File: config.mk
export PLATFORM = sky130hd
export DESIGN_NAME = spb_stream_buf
export DESIGN_NICKNAME = d
export VERILOG_FILES = /design/src/rtl/spb_pkg.sv /design/src/rtl/spb_entry_fifo.sv /design/src/rtl/spb_next_addr.sv /design/src/rtl/spb_mem_port.sv /design/src/rtl/spb_stream_buf.sv
export SDC_FILE = /design/constraint.sdc
export NUM_CORES = 1
export LEC_CHECK = 0
export BUFFER_PORTS_ARGS = -buffer_cell sky130_fd_sc_hd__buf_2
export CAP_MARGIN = 10
export CORE_MARGIN = 2
export CORE_UTILIZATION = 28
export CTS_CLUSTER_SIZE = 16
export DETAILED_ROUTE_END_ITERATION = 6
export PLACE_DENSITY_LB_ADDON = 0.1
export SLEW_MARGIN = 20
export SYNTH_ARGS = -nofsm -noshare
export SYNTH_HDL_FRONTEND = slang
export SYNTH_SLANG_ARGS = --single-unit
File: constraint.sdc
create_clock -name clk -period 6 [get_ports clk]
set_input_delay 0.3 -clock clk [delete_from_list [all_inputs] [get_ports clk]]
set_output_delay 0.3 -clock clk [all_outputs]
set_load 0.01 [all_outputs]
File: src/rtl/spb_pkg.sv
package spb_pkg;

   // Control states of the buffer front end
   typedef enum logic [1:0] {
      ST_IDLE        = 2'd0,
      ST_WAIT_HEAD   = 2'd1,
      ST_DEMAND_REQ  = 2'd2,
      ST_DEMAND_WAIT = 2'd3
   } spb_state_e;

   // Kind of the transfer currently owned by the next-level port
   typedef enum logic [1:0] {
      XF_NONE     = 2'd0,
      XF_DEMAND   = 2'd1,
      XF_PREFETCH = 2'd2,
      XF_DROP     = 2'd3
   } spb_xfer_e;

   // Phase of the next-level port
   typedef enum logic [1:0] {
      PH_IDLE = 2'd0,
      PH_REQ  = 2'd1,
      PH_WAIT = 2'd2
   } spb_phase_e;

endpackage

File: src/rtl/spb_entry_fifo.sv
module spb_entry_fifo #(
   parameter int DEPTH  = 4,
   parameter int TAG_W  = 16,
   parameter int DATA_W = 64,
   localparam int IDX_W = (DEPTH > 1) ? $clog2(DEPTH) : 1,
   localparam int CNT_W = $clog2(DEPTH + 1)
) (
   input  logic              clk,
   input  logic              rst_n,
   input  logic              flush,
   input  logic              push,
   input  logic [TAG_W-1:0]  push_tag,
   input  logic              fill,
   input  logic [IDX_W-1:0]  fill_idx,
   input  logic [DATA_W-1:0] fill_data,
   input  logic              pop,
   output logic              head_valid,
   output logic              head_pend,
   output logic [TAG_W-1:0]  head_tag,
   output logic [DATA_W-1:0] head_data,
   output logic [IDX_W-1:0]  head_idx,
   output logic [IDX_W-1:0]  tail_idx,
   output logic [CNT_W-1:0]  count,
   output logic              full
);

   localparam bit POW2 = ((DEPTH & (DEPTH - 1)) == 0);

   if (DEPTH < 2) begin : g_bad_depth
      $error("spb_entry_fifo: DEPTH must be at least 2");
   end

   logic [IDX_W-1:0] head_q, tail_q, head_nxt, tail_nxt;
   logic [CNT_W-1:0] cnt_q;

   logic              ent_v [DEPTH];
   logic              ent_p [DEPTH];
   logic [TAG_W-1:0]  ent_t [DEPTH];
   logic [DATA_W-1:0] ent_d [DEPTH];

   // Pointer advance: free wrap for power-of-two depths, compare otherwise
   if (POW2) begin : g_wrap_pow2
      assign head_nxt = head_q + 1'b1;
      assign tail_nxt = tail_q + 1'b1;
   end else begin : g_wrap_cmp
      assign head_nxt = (head_q == IDX_W'(DEPTH - 1)) ? '0 : head_q + 1'b1;
      assign tail_nxt = (tail_q == IDX_W'(DEPTH - 1)) ? '0 : tail_q + 1'b1;
   end

   for (genvar i = 0; i < DEPTH; i++) begin : g_ent
      logic              v_q, p_q;
      logic [TAG_W-1:0]  t_q;
      logic [DATA_W-1:0] d_q;
      logic              sel_push, sel_fill, sel_pop;

      assign sel_push = push && (tail_q == IDX_W'(i));
      assign sel_fill = fill && (fill_idx == IDX_W'(i));
      assign sel_pop  = pop && (head_q == IDX_W'(i));

      always_ff @(posedge clk or negedge rst_n) begin
         if (!rst_n) begin
            v_q <= 1'b0;
            p_q <= 1'b0;
            t_q <= '0;
            d_q <= '0;
         end else if (flush) begin
            v_q <= 1'b0;
            p_q <= 1'b0;
         end else begin
            if (sel_push) begin
               v_q <= 1'b1;
               p_q <= 1'b1;
               t_q <= push_tag;
            end
            if (sel_fill) begin
               p_q <= 1'b0;
               d_q <= fill_data;
            end
            if (sel_pop) begin
               v_q <= 1'b0;
               p_q <= 1'b0;
            end
         end
      end

      assign ent_v[i] = v_q;
      assign ent_p[i] = p_q;
      assign ent_t[i] = t_q;
      assign ent_d[i] = d_q;
   end

   always_ff @(posedge clk or negedge rst_n) begin
      if (!rst_n) begin
         head_q <= '0;
         tail_q <= '0;
         cnt_q  <= '0;
      end else if (flush) begin
         head_q <= '0;
         tail_q <= '0;
         cnt_q  <= '0;
      end else begin
         if (push) tail_q <= tail_nxt;
         if (pop)  head_q <= head_nxt;
         case ({push, pop})
            2'b10:   cnt_q <= cnt_q + 1'b1;
            2'b01:   cnt_q <= cnt_q - 1'b1;
            default: cnt_q <= cnt_q;
         endcase
      end
   end

   assign head_valid = ent_v[head_q];
   assign head_pend  = ent_p[head_q];
   assign head_tag   = ent_t[head_q];
   assign head_data  = ent_d[head_q];
   assign head_idx   = head_q;
   assign tail_idx   = tail_q;
   assign count      = cnt_q;
   assign full       = (cnt_q == CNT_W'(DEPTH));


   no_overflow_chk: assert property (@(posedge clk) disable iff (!rst_n)
      (push && !pop) |-> !full);


   pop_live_chk: assert property (@(posedge clk) disable iff (!rst_n)
      (pop && !flush) |-> head_valid);

endmodule

File: src/rtl/spb_next_addr.sv
module spb_next_addr #(
   parameter int AW = 16
) (
   input  logic          clk,
   input  logic          rst_n,
   input  logic          load,
   input  logic [AW-1:0] base,
   input  logic          step,
   output logic [AW-1:0] pf_addr
);

   if (AW < 2) begin : g_bad_aw
      $error("spb_next_addr: AW must be at least 2");
   end

   logic [AW-1:0] pf_q;

   // Block increment wraps modulo 2^AW
   always_ff @(posedge clk or negedge rst_n) begin
      if (!rst_n)     pf_q <= '0;
      else if (load)  pf_q <= base + 1'b1;
      else if (step)  pf_q <= pf_q + 1'b1;
   end

   assign pf_addr = pf_q;

endmodule

File: src/rtl/spb_mem_port.sv
module spb_mem_port
   import spb_pkg::*;
#(
   parameter int AW = 16,
   parameter int DW = 64
) (
   input  logic          clk,
   input  logic          rst_n,
   input  logic          issue,
   input  logic          issue_demand,
   input  logic [AW-1:0] issue_addr,
   input  logic          drop,
   output logic          busy,
   output logic          rsp_demand,
   output logic          rsp_prefetch,
   output logic [DW-1:0] rsp_data,
   output logic          mem_req_valid,
   output logic [AW-1:0] mem_req_addr,
   input  logic          mem_req_ready,
   input  logic          mem_rsp_valid,
   input  logic [DW-1:0] mem_rsp_data
);

   spb_phase_e    ph_q;
   spb_xfer_e     kind_q;
   logic [AW-1:0] addr_q;
   logic          rsp_fire;

   always_ff @(posedge clk or negedge rst_n) begin
      if (!rst_n) begin
         ph_q   <= PH_IDLE;
         kind_q <= XF_NONE;
         addr_q <= '0;
      end else begin
         case (ph_q)
            PH_IDLE: if (issue) begin
               ph_q   <= PH_REQ;
               addr_q <= issue_addr;
               kind_q <= issue_demand ? XF_DEMAND : XF_PREFETCH;
            end
            PH_REQ:  if (mem_req_ready) ph_q <= PH_WAIT;
            PH_WAIT: if (mem_rsp_valid) begin
               ph_q   <= PH_IDLE;
               kind_q <= XF_NONE;
            end
            default: ph_q <= PH_IDLE;
         endcase
         // a flushed stream keeps the transfer but discards its block
         if (drop && (ph_q != PH_IDLE) && (kind_q == XF_PREFETCH) &&
             !(ph_q == PH_WAIT && mem_rsp_valid))
            kind_q <= XF_DROP;
      end
   end

   assign busy          = (ph_q != PH_IDLE);
   assign mem_req_valid = (ph_q == PH_REQ);
   assign mem_req_addr  = addr_q;
   assign rsp_fire      = mem_rsp_valid && (ph_q == PH_WAIT);
   assign rsp_demand    = rsp_fire && (kind_q == XF_DEMAND);
   assign rsp_prefetch  = rsp_fire && (kind_q == XF_PREFETCH) && !drop;
   assign rsp_data      = mem_rsp_data;


   req_hold_chk: assert property (@(posedge clk) disable iff (!rst_n)
      (mem_req_valid && !mem_req_ready) |=> (mem_req_valid && $stable(mem_req_addr)));


   issue_idle_chk: assert property (@(posedge clk) disable iff (!rst_n)
      issue |-> !busy);


   drop_silent_chk: assert property (@(posedge clk) disable iff (!rst_n)
      (busy && kind_q == XF_DROP) |-> !(rsp_demand || rsp_prefetch));

endmodule

File: src/rtl/spb_stream_buf.sv
module spb_stream_buf
   import spb_pkg::*;
#(
   parameter int BLK_AW = 16,
   parameter int BLK_W  = 64,
   parameter int DEPTH  = 4
) (
   input  logic              clk,
   input  logic              rst_n,
   input  logic              miss_valid,
   input  logic [BLK_AW-1:0] miss_addr,
   output logic              miss_ready,
   output logic              ret_valid,
   output logic              ret_hit,
   output logic [BLK_W-1:0]  ret_data,
   output logic              mem_req_valid,
   output logic [BLK_AW-1:0] mem_req_addr,
   input  logic              mem_req_ready,
   input  logic              mem_rsp_valid,
   input  logic [BLK_W-1:0]  mem_rsp_data
);

   localparam int IDX_W = (DEPTH > 1) ? $clog2(DEPTH) : 1;
   localparam int CNT_W = $clog2(DEPTH + 1);

   if (BLK_W < 1) begin : g_bad_w
      $error("spb_stream_buf: BLK_W must be positive");
   end
   if (DEPTH < 2) begin : g_bad_d
      $error("spb_stream_buf: DEPTH must be at least 2");
   end

   spb_state_e        st_q;
   logic [BLK_AW-1:0] dem_addr_q;
   logic [IDX_W-1:0]  fill_idx_q;
   logic              pf_live_q;
   logic              ret_v_q, ret_h_q;
   logic [BLK_W-1:0]  ret_d_q;

   logic              head_valid, head_pend, full;
   logic [BLK_AW-1:0] head_tag;
   logic [BLK_W-1:0]  head_data;
   logic [IDX_W-1:0]  head_idx, tail_idx;
   logic [CNT_W-1:0]  fifo_cnt;

   logic              busy, rsp_demand, rsp_prefetch;
   logic [BLK_W-1:0]  rsp_data;
   logic [BLK_AW-1:0] pf_addr;

   logic miss_fire, head_match, fill_head_now, head_avail;
   logic take_hit, wait_hit, take_miss, head_done;
   logic pf_issue, dem_issue, do_issue, do_pop;
   logic [BLK_AW-1:0] issue_addr;
   logic [BLK_W-1:0]  head_word;

   // Lookup: only the oldest entry is compared
   assign miss_fire     = miss_valid && (st_q == ST_IDLE);
   assign head_match    = head_valid && (head_tag == miss_addr);
   assign fill_head_now = rsp_prefetch && (fill_idx_q == head_idx);
   assign head_avail    = !head_pend || fill_head_now;
   assign head_word     = head_pend ? rsp_data : head_data;
   assign take_hit      = miss_fire && head_match && head_avail;
   assign wait_hit      = miss_fire && head_match && !head_avail;
   assign take_miss     = miss_fire && !head_match;
   assign head_done     = (st_q == ST_WAIT_HEAD) && rsp_prefetch;

   // Transfer scheduling: one engine shared by demand and prefetch
   assign pf_issue   = pf_live_q && (st_q == ST_IDLE) && !take_miss && !busy && !full;
   assign dem_issue  = (st_q == ST_DEMAND_REQ) && !busy;
   assign do_issue   = pf_issue || dem_issue;
   assign issue_addr = dem_issue ? dem_addr_q : pf_addr;
   assign do_pop     = take_hit || head_done;

   spb_entry_fifo #(
      .DEPTH  (DEPTH),
      .TAG_W  (BLK_AW),
      .DATA_W (BLK_W)
   ) i_fifo (
      .clk        (clk),
      .rst_n      (rst_n),
      .flush      (take_miss),
      .push       (pf_issue),
      .push_tag   (pf_addr),
      .fill       (rsp_prefetch),
      .fill_idx   (fill_idx_q),
      .fill_data  (rsp_data),
      .pop        (do_pop),
      .head_valid (head_valid),
      .head_pend  (head_pend),
      .head_tag   (head_tag),
      .head_data  (head_data),
      .head_idx   (head_idx),
      .tail_idx   (tail_idx),
      .count      (fifo_cnt),
      .full       (full)
   );

   spb_next_addr #(
      .AW (BLK_AW)
   ) i_next (
      .clk     (clk),
      .rst_n   (rst_n),
      .load    (rsp_demand),
      .base    (dem_addr_q),
      .step    (pf_issue),
      .pf_addr (pf_addr)
   );

   spb_mem_port #(
      .AW (BLK_AW),
      .DW (BLK_W)
   ) i_port (
      .clk           (clk),
      .rst_n         (rst_n),
      .issue         (do_issue),
      .issue_demand  (dem_issue),
      .issue_addr    (issue_addr),
      .drop          (take_miss),
      .busy          (busy),
      .rsp_demand    (rsp_demand),
      .rsp_prefetch  (rsp_prefetch),
      .rsp_data      (rsp_data),
      .mem_req_valid (mem_req_valid),
      .mem_req_addr  (mem_req_addr),
      .mem_req_ready (mem_req_ready),
      .mem_rsp_valid (mem_rsp_valid),
      .mem_rsp_data  (mem_rsp_data)
   );

   always_ff @(posedge clk or negedge rst_n) begin
      if (!rst_n) begin
         st_q       <= ST_IDLE;
         dem_addr_q <= '0;
         fill_idx_q <= '0;
         pf_live_q  <= 1'b0;
         ret_v_q    <= 1'b0;
         ret_h_q    <= 1'b0;
         ret_d_q    <= '0;
      end else begin
         ret_v_q <= 1'b0;
         if (pf_issue) fill_idx_q <= tail_idx;
         case (st_q)
            ST_IDLE: begin
               if (take_hit) begin
                  ret_v_q <= 1'b1;
                  ret_h_q <= 1'b1;
                  ret_d_q <= head_word;
               end else if (wait_hit) begin
                  st_q <= ST_WAIT_HEAD;
               end else if (take_miss) begin
                  dem_addr_q <= miss_addr;
                  st_q       <= ST_DEMAND_REQ;
               end
            end
            ST_WAIT_HEAD: if (head_done) begin
               ret_v_q <= 1'b1;
               ret_h_q <= 1'b1;
               ret_d_q <= rsp_data;
               st_q    <= ST_IDLE;
            end
            ST_DEMAND_REQ: if (dem_issue) st_q <= ST_DEMAND_WAIT;
            ST_DEMAND_WAIT: if (rsp_demand) begin
               ret_v_q   <= 1'b1;
               ret_h_q   <= 1'b0;
               ret_d_q   <= rsp_data;
               pf_live_q <= 1'b1;
               st_q      <= ST_IDLE;
            end
            default: st_q <= ST_IDLE;
         endcase
      end
   end

   assign miss_ready = (st_q == ST_IDLE);
   assign ret_valid  = ret_v_q;
   assign ret_hit    = ret_h_q;
   assign ret_data   = ret_d_q;


   hit_ret_chk: assert property (@(posedge clk) disable iff (!rst_n)
      take_hit |=> (ret_valid && ret_hit));


   flush_empty_chk: assert property (@(posedge clk) disable iff (!rst_n)
      take_miss |=> (fifo_cnt == '0));


   miss_src_chk: assert property (@(posedge clk) disable iff (!rst_n)
      (ret_valid && !ret_hit) |-> $past(rsp_demand));


   wait_pend_chk: assert property (@(posedge clk) disable iff (!rst_n)
      (st_q == ST_WAIT_HEAD) |-> (head_valid && head_pend));


   no_early_pf_chk: assert property (@(posedge clk) disable iff (!rst_n)
      !pf_live_q |-> !(mem_req_valid && fifo_cnt != '0));

endmodule

Word-level counts from Yosys, hierarchy flattened --
Index checks and enable logic that the tools add are counted.
Word-level totals: bits of input ports 85, register bits after elaboration 458, output and inout bits 84, logic and storage cells 223
Operators by class: equal/unequal tests 32, bitwise gates (word level) 4, reduce and logical (&&, ||, !) cells 77, $add $sub $neg 6, order comparisons 1, mux-type cells 73
Operators by type and width (count):
- 64-bit two-way mux | 6
- 64-bit case mux with 3 select lines | 1
- 64-bit binary-select mux with 2-bit select | 1
- 16-bit two-way mux | 5
- 1-bit two-way mux | 34
- 16-bit by 1-bit adder with 16-bit output (second input constant) | 2
- 16-bit binary-select mux with 2-bit select | 1
- 1-bit logical AND | 32
- 2-bit two-way mux | 16
- 2-bit equality test (second input constant) | 11
- 3-bit nonzero test | 7
- 2-bit AND reduction | 10
- 16-bit equality test | 1
- 4-bit nonzero test | 4
- 2-bit by 1-bit equality test with 1-bit output (second input constant) | 7
- 2-bit logical NOT | 5
- 2-bit != test (second input constant) | 5
- 2-bit case mux with 4 select lines | 1
- 4-bit AND reduction | 2
- 2-bit nonzero test | 4
- 1-bit logical NOT | 7
- 2-bit by 1-bit != test with 1-bit output (second input constant) | 3
- 1-bit case mux with 3 select lines | 2
- 2-bit case mux with 3 select lines | 1
- other kinds (18) | 25

Logic depth before layout (Yosys ltp) --
word-level depth 17, mapped depth 17, gate-level depth less buffers 13

Hierarchy --
Synthesis repeated with hierarchy kept, for this count alone.
Unflattened totals: cells, all modules 1484, area total of the unflattened synthesis 22163.8 um2
By module, submodules not included:
- spb_entry_fifo | seq. area each 8383.0 um2, cells an instance 858, area each 15026.9 um2, times used 1
- spb_stream_buf | seq. area each 2177.1 um2, cells an instance 337, area each 4576.9 um2, times used 1
- spb_mem_port | seq. area each 500.5 um2, cells an instance 154, area each 1316.3 um2, times used 1
- spb_next_addr | seq. area each 400.4 um2, cells an instance 135, area each 1243.7 um2, times used 1

Worst setup path before layout --
Ideal clock, no wire load.
path kind reg-to-reg, start point reg i_fifo.head_q[0], in the netlist i_fifo.head_idx[0], end point reg i_fifo.cnt_q[2], in the netlist i_fifo.count[2], library setup time 0.132 ns, path slack 2.298 ns, cell stages (with the launch flop) 17, data required time 5.868 ns, buffers on the path 3, clock period less this slack 3.702 ns, arrival 3.570 ns, cell sequence dfrtp_1 > buf_6 > mux4_2 > xnor2_1 > nand4_1 > nor3_1 > nand3_2 > a21oi_4 > inv_2 > clkbuf_1 > clkbuf_1 > ha_1 > fa_1 > xnor2_1 > nor2_1 > xnor2_1 > nor2_1
Between the ends: cells in the longest elaborated chain, start to end 17, elaborated cells on any way between the ends 32, those cells by class 4 x eq/ne; 11 x mux; 1 x bitwise; 16 x reduce/logical
RTL lines:
- start, declared | RTL line spb_entry_fifo.sv:33 | logic [IDX_W-1:0] head_q, tail_q, head_nxt, tail_nxt;
- start signal, assigned | RTL line spb_entry_fifo.sv:103 | if (pop) head_q <= head_nxt;
- 2-bit NOT with 3-bit output (not written as such) | RTL line spb_entry_fifo.sv:112, spb_entry_fifo.sv:113, spb_entry_fifo.sv:114
- 16-bit binary-select mux with 2-bit select | RTL line spb_entry_fifo.sv:114 | assign head_tag = ent_t[head_q];
- 16-bit two-way mux (not written as such) (2 in a row) | RTL line spb_entry_fifo.sv:114
- 16-bit equality test | RTL line spb_stream_buf.sv:58 | assign head_match = head_valid && (head_tag == miss_addr);
- 1-bit logical AND | RTL line spb_stream_buf.sv:58
- 1-bit logical NOT | RTL line spb_stream_buf.sv:64 | assign take_miss = miss_fire && !head_match;
- 1-bit logical AND | RTL line spb_stream_buf.sv:64
- 1-bit logical NOT | RTL line spb_mem_port.sv:60, spb_stream_buf.sv:68
- 1-bit logical AND | RTL line spb_mem_port.sv:60 | assign rsp_prefetch = rsp_fire && (kind_q == XF_PREFETCH) && !drop;
- 1-bit logical AND | RTL line spb_stream_buf.sv:59 | assign fill_head_now = rsp_prefetch && (fill_idx_q == head_idx);
- 1-bit logical OR | RTL line spb_stream_buf.sv:60 | assign head_avail = !head_pend || fill_head_now;
- 1-bit logical AND | RTL line spb_stream_buf.sv:62 | assign take_hit = miss_fire && head_match && head_avail;
- 1-bit logical OR | RTL line spb_stream_buf.sv:72 | assign do_pop = take_hit || head_done;
- 2-bit by 1-bit equality test with 1-bit output or 2-bit equality test (tied branches) | RTL line spb_entry_fifo.sv:104 | case ({push, pop})
- 3-bit case mux with 2 select lines | RTL line spb_entry_fifo.sv:104
- 3-bit two-way mux | RTL line spb_entry_fifo.sv:97 | end else if (flush) begin
- end signal, assigned | RTL line spb_entry_fifo.sv:105 | 2'b10: cnt_q <= cnt_q + 1'b1;
- end signal, assigned | RTL line spb_entry_fifo.sv:106 | 2'b01: cnt_q <= cnt_q - 1'b1;
- end signal, assigned | RTL line spb_entry_fifo.sv:107 | default: cnt_q <= cnt_q;
- end, declared | RTL line spb_entry_fifo.sv:34 | logic [CNT_W-1:0] cnt_q;
Several ways; a longest one is shown, not always the timed one. The select of a mux whose other input is x is not followed. A chain may end at the register's enable or synchronous reset.

Worst setup path after layout --
start point reg i_fifo.head_q[0], in the netlist i_fifo.head_idx[0], end point reg i_fifo.g_ent[1].d_q[18]
Between the ends: cells in the longest elaborated chain, start to end 12, elaborated cells on any way between the ends 16, those cells by class 1 x eq/ne; 6 x mux; 2 x bitwise; 7 x reduce/logical
RTL lines:
- 2-bit NOT with 3-bit output (not written as such) * | RTL line spb_entry_fifo.sv:112, spb_entry_fifo.sv:114
- 16-bit binary-select mux with 2-bit select | RTL line spb_entry_fifo.sv:114
- 16-bit two-way mux (not written as such) (2 in a row) | RTL line spb_entry_fifo.sv:114
- 16-bit equality test | RTL line spb_stream_buf.sv:58
- 1-bit logical AND * | RTL line spb_stream_buf.sv:58
- 1-bit logical NOT * | RTL line spb_stream_buf.sv:64
- 1-bit logical AND * | RTL line spb_stream_buf.sv:64
- 1-bit logical NOT | RTL line spb_mem_port.sv:60
- 1-bit logical AND | RTL line spb_mem_port.sv:60
- 1-bit logical AND | RTL line spb_entry_fifo.sv:57 | assign sel_fill = fill && (fill_idx == IDX_W'(i));
- 2-bit AND reduction (no line) *
- end signal, assigned | RTL line spb_entry_fifo.sv:77 | d_q <= fill_data;
- end, declared | RTL line spb_entry_fifo.sv:53 | logic [DATA_W-1:0] d_q;
Mark *: on every way between the ends. The rest lies on a longest branch, timed or not. The select of a mux whose other input is x is not followed.

==> flow_summary.json <==
{
  "yosysTopAreaCell": "dfrtp_1",
  "pin_count": 169,
  "setup_viol": 0,
  "row_count": 100,
  "rrSetupSlack_ns": 1.59,
  "utilization": 0.342,
  "ys_warn_count": 0,
  "cts.sink_count": 458,
  "cellPowerDensity_nw_per_um2": 334,
  "crit_path_end_kind": "flip-flop",
  "cts_buffer_depth": 3,
  "place_inst": 2533,
  "max_freq_mhz": 227,
  "final.period_utilization": 0.734,
  "async_flop_share": 1.00,
  "synth-seq-cells": 458,
  "synth_ff_type": "dfrtp_1",
  "layout_common_cells": "dfrtp_1 (456), mux2_2 (447), buf_2 (167), nand2_1 (102), dlygate4sd3_1 (79)",
  "cts_made_buffers": 54,
  "clockRootBuffer": "clkbuf_16",
  "skew_ns": 0.0163,
  "drt_iter0_drc": 632,
  "synth_nets": 1562,
  "portBuffers": 168,
  "gp_congestion": 0.734,
  "critical_path_arrival_ns": 4.90,
  "wire_per_inst_um": 21.0,
  "slew_violations": 0,
  "cp-start-kind": "flip-flop",
  "start_util": 0.283,
  "setup.worst_path.start": "i_fifo.head_idx[0]",
  "cp.required_ns": 6.50,
  "wl_um": 57000,
  "netlist_instances": 1466,
  "synthesis.area_um2": 21200,
  "worst_pin_slew_ns": 1.03,
  "fin_nets": 1795,
  "clkLatencyLatePin_ns": 0.61,
  "syn_avg_cell_area_um2": 14.4,
  "viasPerCell": 4.77,
  "layout-drive-gt1-share": 0.468,
  "grt_pass1_wl_um": 89300,
  "min_period_ns": 4.41,
  "yosysUniqueCellTypes": 62,
  "reg2reg_from": "i_fifo.head_idx[0]",
  "antenna_found_initial": 1,
  "synth_edf_count": 0,
  "synth.top_cells.by_area": "dfrtp_1 (54%), mux2_2 (24%), mux4_2 (8.1%)",
  "hpwlAfterDp_um": 35100,
  "ctsResizeCount": 0,
  "cts_tree": "yes",
  "criticalPathCategory": "reg2reg",
  "hp-class": "in2reg",
  "synth_top_area_share": 0.541,
  "slew_headroom": 0.314,
  "p_leak_nw": 12.1,
  "drcViolationCount": 0,
  "hold_viol_final": 0,
  "rsz0062_at_grt": "no",
  "n_fill_cell": 7338,
  "grt_start_max_net_pins": 142,
  "ant_nets": 0,
  "layout.cells.non_filler": 2709,
  "layout_commonest_cell": "dfrtp_1",
  "die_area_um2": 77800,
  "diodes": 0,
  "crit_fanout": 37,
  "cap_viol_max_count": 0,
  "endpoint": "i_fifo.g_ent[1].d_q[18]",
  "ff2ff_path_depth": 9,
  "outcome": "complete, no violations",
  "drt-pass1-iter-count": 4,
  "ir_worst_vdd_mv": 0.212,
  "core_area_um2": 74700,
  "htree_levels": 2,
  "num_vias": 12900,
  "grt.total_usage": 0.149,
  "r2r_end": "i_fifo.g_ent[1].d_q[18]",
  "fp.dieW_um": 279,
  "grt_pass1_vias": 14000,
  "tns_ns": 0,
  "syn2layout_area_growth_pct": 20.5,
  "dieHeight_um": 279,
  "grt_overflow": 0,
  "ys_seq_area_frac": 0.541,
  "clk_pin_slew_worst_paths_ns": 0.06
}
worst min-delay path by stage:
| stage | startpoint | endpoint | slack (ns) | cells after the start |
|---|---|---|---|---|
| 4_1_cts | mem_rsp_data[48] | i_fifo.g_ent[3].d_q[48] | 0.008 | 2 |
| 2_1_floorplan | rst_n | dem_addr_q[0] | 0.004 | 0 |
| 5_1_grt | miss_addr[8] | dem_addr_q[8] | 0.02 | 3 |
| 6_report | miss_addr[8] | dem_addr_q[8] | 0.05 | 3 |
| 3_5_place_dp | rst_n | ret_data[57] | 0.45 | 1 |
| 3_3_place_gp | rst_n | i_fifo.g_ent[0].d_q[60] | 0.44 | 1 |
through the flow:
stage / worst slack, ns / area (µm²) / hold WS, ns / total power, mW
6_report: 1.59 / 25500 / 0.0515 / 8.52
5_1_grt: 1.26 / 25500 / 0.0178 / 9.03
4_1_cts: 1.46 / 25500 / 0.00816 / 8.72
3_5_place_dp: 1.46 / 23000 / 0.453 / 5.34
3_3_place_gp: 1.45 / 23000 / 0.444 / 5.33
2_1_floorplan: 2.30 / 21200 / 0.00441 / 4.71
layout make-up:
class,instances,area (µm²),area share
clock buffer,84,1640,0.0641
clock inverter,13,114,0.00446
inverter,10,37.5,0.00147
multi-input combinational,903,9180,0.360
sequential,458,11500,0.450
tap,969,1210,0.0475
timing repair buffer,272,1870,0.0732
kinds of logic after synthesis:
logic type      Yosys count  synth area share
compound gates           99            0.0346
xor+xnor                 38            0.0157
fa+ha+maj                11           0.00686
buf+inv                 105            0.0262
flops                   458             0.541
mux                     540             0.327
simple gates            215            0.0483
state kept, by name (all words and copies together) (netlist names), 2 cells and up:
register / cells
dem_addr_q: 16
i_fifo.count: 3
fill_idx_q: 2
i_fifo.g_ent.p_q: 4
i_port.kind_q: 2
i_fifo.g_ent.v_q: 4
i_next.pf_addr: 16
i_fifo.g_ent.t_q: 64
i_port.mem_req_addr: 16
i_fifo.tail_idx: 2
i_port.ph_q: 2
i_fifo.g_ent.d_q: 256
ret_data: 64
i_fifo.head_idx: 2
st_q: 2
timing repair:
item                                   4_1_cts  5_1_grt
setup buffers                                0        0
hold buffers                                79        0
endpoints found under the hold margin      371        0
routing by layer:
metal	GRT usage	part of all wire	vias up
met5	0	0.00023	-
met4	0.0338	0.017	2
met2	0.245	0.48	196
li1	-	-	5854
met1	0.205	0.47	6811
met3	0.0258	0.037	72
where the power goes:
group / switching, mW / total [mW] / internal [mW]
Combinational: 0.629 / 1.35 / 0.718
Clock: 1.34 / 3.24 / 1.91
Sequential: 0.479 / 3.93 / 3.45
worst max-delay path, stage by stage, from the launching register on:
cell and delay, ns:
dfrtp_4 0.94, mux4_2 0.61, xnor2_1 0.28, nand4_1 0.13
nor3_1 0.28, nand3_2 0.27, nand2_1 0.72, nand4b_1 0.24
buf_4 0.40, mux2_2 0.37
synthesized netlist by cell type, types with 11 or more instances:
master	n
mux2_2	447
nor3b_1	18
buf_6	11
xnor2_1	30
buf_4	15
nand2_1	102
mux4_2	76
a221o_1	16
dfrtp_1	458
o21ai_0	16
a21oi_1	16
mux2i_1	15
clkbuf_1	42
nor2_1	33
buf_2	18
No activity file was read; power rests on OpenSTA's default activity.
